--- src/rtl/img_tx_pkg.sv ---
package img_tx_pkg;
  localparam int TAG_W = 2;
  localparam logic [TAG_W-1:0] TAG_HEAD = 2'b10;
  localparam logic [TAG_W-1:0] TAG_BODY = 2'b01;

  // tag for a word: head of transfer or body
  function automatic logic [TAG_W-1:0] tag_of(input logic head);
    return head ? TAG_HEAD : TAG_BODY;
  endfunction

  // true when a start request is to be taken
  function automatic logic take_start(input logic start, input logic busy,
                                      input logic cnt_zero);
    return start && !busy && !cnt_zero;
  endfunction
endpackage

--- src/rtl/img_tx_rdseq.sv ---
module img_tx_rdseq #(
  parameter int ADDR_W = 18,
  localparam int CNT_W = ADDR_W + 1
) (
  input  logic              clk,
  input  logic              rst_n,
  input  logic              go,
  input  logic [CNT_W-1:0]  count,
  output logic [ADDR_W-1:0] addr,
  output logic              re,
  output logic              issue_first,
  output logic              issue_last
);
  logic [CNT_W-1:0] left_q;
  logic             first_q;

  assign issue_first = re && first_q;
  assign issue_last  = re && (left_q == '0);

  always_ff @(posedge clk) begin
    if (!rst_n) begin
      addr    <= '0;
      re      <= 1'b0;
      left_q  <= '0;
      first_q <= 1'b0;
    end else if (go) begin
      addr    <= '0;
      re      <= 1'b1;
      left_q  <= count - 1'b1;
      first_q <= 1'b1;
    end else if (re) begin
      first_q <= 1'b0;
      if (left_q == '0) begin
        re <= 1'b0;
      end else begin
        addr   <= addr + 1'b1;
        left_q <= left_q - 1'b1;
      end
    end
  end
endmodule

--- src/rtl/img_tx_fmt.sv ---
module img_tx_fmt
  import img_tx_pkg::*;
#(
  parameter int DATA_W = 8,
  localparam int WORD_W = DATA_W + TAG_W
) (
  input  logic              clk,
  input  logic              rst_n,
  input  logic              ret_v,
  input  logic              ret_first,
  input  logic              ret_last,
  input  logic [DATA_W-1:0] rdata,
  output logic [WORD_W-1:0] word,
  output logic              word_v,
  output logic              word_last
);
  always_ff @(posedge clk) begin
    if (!rst_n) begin
      word      <= '0;
      word_v    <= 1'b0;
      word_last <= 1'b0;
    end else begin
      word_v    <= ret_v;
      word_last <= ret_v && ret_last;
      if (ret_v) word <= {tag_of(ret_first), rdata};
    end
  end
endmodule

--- src/rtl/img_tx_ctrl.sv ---
module img_tx_ctrl
  import img_tx_pkg::*;
#(
  parameter int ADDR_W = 18,
  parameter int DATA_W = 8,
  localparam int CNT_W  = ADDR_W + 1,
  localparam int WORD_W = DATA_W + TAG_W
) (
  input  logic              clk,
  input  logic              rst_n,
  input  logic              cmd_start,
  input  logic [CNT_W-1:0]  cmd_count,
  output logic [ADDR_W-1:0] sram_addr,
  output logic              sram_re,
  input  logic [DATA_W-1:0] sram_rdata,
  output logic [WORD_W-1:0] ser_data,
  output logic              ser_valid,
  output logic              tx_clk,
  output logic              rx_clk,
  output logic              busy,
  output logic              done
);
  // named internal events
  logic accept;
  logic issue_first, issue_last;
  logic ret_v, ret_first, ret_last;
  logic word_last;

  assign accept = take_start(cmd_start, busy, cmd_count == '0);

  // one shared clock to both ends of the link
  assign tx_clk = clk;
  assign rx_clk = clk;

  img_tx_rdseq #(.ADDR_W(ADDR_W)) u_rdseq (
    .clk         (clk),
    .rst_n       (rst_n),
    .go          (accept),
    .count       (cmd_count),
    .addr        (sram_addr),
    .re          (sram_re),
    .issue_first (issue_first),
    .issue_last  (issue_last)
  );

  // flags travel alongside the SRAM read latency
  always_ff @(posedge clk) begin
    if (!rst_n) begin
      ret_v     <= 1'b0;
      ret_first <= 1'b0;
      ret_last  <= 1'b0;
    end else begin
      ret_v     <= sram_re;
      ret_first <= issue_first;
      ret_last  <= issue_last;
    end
  end

  img_tx_fmt #(.DATA_W(DATA_W)) u_fmt (
    .clk       (clk),
    .rst_n     (rst_n),
    .ret_v     (ret_v),
    .ret_first (ret_first),
    .ret_last  (ret_last),
    .rdata     (sram_rdata),
    .word      (ser_data),
    .word_v    (ser_valid),
    .word_last (word_last)
  );

  always_ff @(posedge clk) begin
    if (!rst_n) begin
      busy <= 1'b0;
      done <= 1'b0;
    end else begin
      done <= word_last;
      if (accept)         busy <= 1'b1;
      else if (word_last) busy <= 1'b0;
    end
  end
endmodule

--- config.mk ---
export PLATFORM = sky130hd
export DESIGN_NAME = img_tx_ctrl
export DESIGN_NICKNAME = d
export VERILOG_FILES = /design/src/rtl/img_tx_pkg.sv /design/src/rtl/img_tx_rdseq.sv /design/src/rtl/img_tx_fmt.sv /design/src/rtl/img_tx_ctrl.sv
export SDC_FILE = /design/constraint.sdc
export NUM_CORES = 1
export LEC_CHECK = 0
export ABC_AREA = 1
export BUFFER_PORTS_ARGS = -buffer_cell sky130_fd_sc_hd__clkbuf_2
export CORE_UTILIZATION = 55
export CTS_BUF_LIST = sky130_fd_sc_hd__clkbuf_2 sky130_fd_sc_hd__clkbuf_4 sky130_fd_sc_hd__clkbuf_8
export DETAILED_ROUTE_END_ITERATION = 8
export PLACE_DENSITY = 0.8
export SLEW_MARGIN = 30
export SYNTH_ARGS = -nofsm -noshare
export SYNTH_HDL_FRONTEND = slang
export SYNTH_SLANG_ARGS = --single-unit
--- constraint.sdc ---
create_clock -name clk -period 2.6 [get_ports clk]
set_input_delay 0.39 -clock clk [delete_from_list [all_inputs] [get_ports clk]]
set_output_delay 0.39 -clock clk [all_outputs]
set_load 0.005 [all_outputs]
# After elaboration in Yosys (flattened, before gate mapping)
# Cells that the tools add are included.
[word_totals]
regBits = 56
word_cells = 43
input_bits = 30
[classes]
bitwise = 2
n_reduce_logical = 14
n_mux = 11
n_eq_ne = 1
n_addsub = 3
[op_table]
columns = ["op", "count"]
rows = [
  ["$mux W19", 3],
  ["$logic_not A19 Y1", 2],
  ["$sub A19 B1 Y19 const B", 2],
  ["$add A18 B1 Y18 const B", 1],
  ["$mux W1", 7],
  ["$logic_and A1 B1 Y1", 5],
  ["$reduce_and A2 Y1", 2],
  ["$reduce_bool A2 Y1", 2],
  ["$logic_not A1 Y1", 2],
  ["$mux W2", 1],
  ["$ne A2 B2 Y1 const B", 1],
  ["$not A1 Y1", 2],
  ["$reduce_or A2 Y1", 1],
]

# Logic depth before layout (Yosys ltp)
[depth]
ltp_word = 5
depth_mapped = 17
depth_no_buf = 16

# Hierarchy
# A second synthesis with hierarchy kept.
[unflattened]
hier_cells = 517
area_unflattened_um2 = 3390.8
[modules_own_cells]
columns = ["mod", "instances", "area_per_inst_um2", "cells_each", "seq_area_each_um2"]
rows = [
  ["img_tx_rdseq", 1, 2728.9, 426, 780.7],
  ["img_tx_fmt", 1, 405.4, 50, 240.2],
  ["img_tx_ctrl", 1, 256.5, 41, 100.1],
]

==> impl_metrics.json <==
{
  "drc": 0,
  "final_hold_viol_count": 0,
  "syn_nets": 537,
  "synth_top_area_share": 0.341,
  "core_mm2": 0.00564,
  "die_y_um": 79.3,
  "p_leak_nw": 1.86,
  "rsz0062_at_grt": "no",
  "relSlewSlack": 0.708,
  "drive_gt1_frac": 0.212,
  "status": "finished clean",
  "synth.yosys.warnings": 0,
  "max_freq_mhz": 447,
  "tritoncts": "yes",
  "cp_top_family": "simple AND/OR/NAND/NOR gates",
  "numPortBuffers": 63,
  "ys_types": 35,
  "arrival_ns": 2.47,
  "synthTopCellsByCount": "nand2_1 (109), nor2_1 (77), inv_1 (67), dfxtp_1 (56), nand3_1 (34)",
  "drt_iter0_markers": 203,
  "crit_chain": "nor2_2 > buf_4 > nand3b_1 > nand2_4 > ha_1 > nand3_1 > nor2_1 > nand3_1 > nand2_1 > nand3_1 > nand2_1 > inv_1",
  "crit_slowest_cell": "dfxtp_1",
  "cp_num_buf_inv": 2,
  "grt_pass1_wl_mm": 13.6,
  "cts-root-buf": "clkbuf_8",
  "drv_slew": 0,
  "cts_resized": 0,
  "dp_hpwl_mm": 5.91,
  "n_antenna_cell": 0,
  "final_nets": 602,
  "grt_max_degree": 25,
  "finClkSkew_ns": 0.00813,
  "cts_hold_buffers": 0,
  "die_w_um": 79.3,
  "grt_pass1_vias": 3049,
  "async_flop_share": 0,
  "drtAntennaViolNets": 0,
  "first_pass_iters": 5,
  "ys_top_cells_by_area": "dfxtp_1 (34%), nand2_1 (12%), nor2_1 (8.8%)",
  "holdWs_ns": 0.280,
  "ys_seq_area_frac": 0.341,
  "synth_top_flop_cell": "dfxtp_1",
  "cpMostUsedCell": "nand3_1",
  "antenna_found_initial": 0,
  "clk_latency_ns": 0.34,
  "std_cell_rows": 27,
  "start_kind": "flip-flop",
  "hold_class": "in -> reg",
  "synth_seq_cells": 56,
  "cts_buffers": 9,
  "finalPower_mw": 2.41,
  "cts_setup_buffers": 0,
  "required_ns": 2.84,
  "routed_wl_mm": 7.84,
  "path_class": "reg -> reg",
  "gp_congestion": 0.971,
  "syn_area_mm2": 0.00328,
  "cap_violations": 0,
  "fp.dieArea_mm2": 0.00628,
  "endpoint_kind": "flip-flop",
  "synth_top_cell_by_area": "dfxtp_1",
  "synth_edf_count": 0,
  "ir_worst_vdd_v": 0.000408,
  "cts_htree_levels": 3,
  "start_util": 0.582,
  "fin_crit_sh": 0.860,
  "post_drt_wl_per_cell_um": 12.1,
  "crit_fanout": 17,
  "finalCriticalPeriod_ns": 2.24,
  "area_delta_synth_final_pct": 17.7,
  "synth_area_per_cell_um2": 6.50,
  "yosysMostFrequentCell": "nand2_1",
  "track_usage": 0.274,
  "clk_pin_slew_worst_paths_ns": 0.07,
  "cellPowerDensity_mw_per_mm2": 624,
  "avgViaCountPerCell": 5.24,
  "fin_setup_tns_ns": 0,
  "vias": 3390,
  "worst_pin_slew_ns": 0.438,
  "ios": 64,
  "grt_overflow": 0,
  "clockBufferDepth": 2,
  "critical-path-max-stage-delay_ns": 0.33,
  "synthCells": 505,
  "setup_viol": 0
}
==> report_power, final <==
part | internal (mW) | leakage (nW) | switching, mW
registers | 0.914 | 0.458 | 0.0397
clock network | 0.586 | 0.117 | 0.398
logic | 0.168 | 1.28 | 0.308
==> final timing paths <==
check	cells past startpoint	slack, ns	to	startpoint
max	12	0.36	u_rdseq.left_q[10]	busy
min	3	0.28	u_fmt.word[3]	sram_rdata[3]
max reg2reg	12	0.36	u_rdseq.left_q[10]	busy
min reg2reg	2	0.41	u_fmt.word_last	ret_last
==> sequential cells by signal (all words and copies together), names as in the netlist <==
name,count
ret_last,1
u_fmt.word_last,1
u_rdseq.addr,18
u_rdseq.re,1
ret_first,1
u_fmt.word,10
done,1
u_fmt.word_v,1
ret_v,1
u_rdseq.first_q,1
busy,1
u_rdseq.left_q,19
==> layer usage <==
metal  up-vias  share of wire  GRT usage
met2       131           0.44      0.445
met3        22          0.070     0.0540
li1       1730              -          -
met1      1507           0.46      0.353
met5         -              0          0
met4         0          0.029      0.115
==> worst register-to-register path, stage by stage, from the launching register on <==
cell	delay, ns
dfxtp_1	0.33
nor2_2	0.22
buf_4	0.25
nand3b_1	0.15
nand2_4	0.12
ha_1	0.19
nand3_1	0.13
nor2_1	0.32
nand3_1	0.14
nand2_1	0.08
nand3_1	0.09
nand2_1	0.08
inv_1	0.03
==> stage by stage <==
step | instance area (µm²) | std cells | worst slack (ns) | utilization
3_5_place_dp | 3640 | 631 | 0.147 | 0.645
5_1_grt | 3860 | 647 | 0.267 | 0.685
3_3_place_gp | 3640 | 631 | 0.209 | 0.645
6_report | 3860 | 647 | 0.363 | 0.685
4_1_cts | 3860 | 647 | 0.472 | 0.685
2_1_floorplan | 3280 | 505 | 0.543 | -
==> cell usage in the layout, fill, tap and decap left out, types with 2 or more instances in the layout <==
cell	instances
nand2_1	109
nor2_1	77
inv_1	67
clkbuf_2	63
dfxtp_1	56
nand3_1	34
o21ai_0	28
a21oi_1	25
nand2_2	11
nor2_2	10
xor2_1	10
clkbuf_8	10
nand3b_1	9
nor3_1	9
nand4_1	7
buf_4	7
nand2_4	5
nor4_1	5
o21ai_1	4
inv_2	3
o21bai_1	3
o21ai_2	2
nand3_2	2
clkinv_1	2
xnor2_1	2
ha_1	2
clkinv_4	2
bufinv_16	2
==> layout make-up <==
cell class              count  area, µm²
repair buffers             68        358
fillers                   492       1780
clock inverters             6       90.1
clock buffers              12        148
flip-flops and latches     56       1120
inverters                  72        270
multi-input cells         361       1790
well taps                  72       90.1
==> cells by family (layout without fill, tap and decap cells) <==
logic type      count (synthesis)  count (layout)  share of synthesized area
simple gates                  281             281                      0.397
buf+inv                        88             158                      0.114
compound gates                 66              66                      0.108
flops                          56              56                      0.341
xor+xnor                       12              12                     0.0320
fa+ha+maj                       2               2                    0.00762
Note: power is estimated with default switching activity, not from simulation.
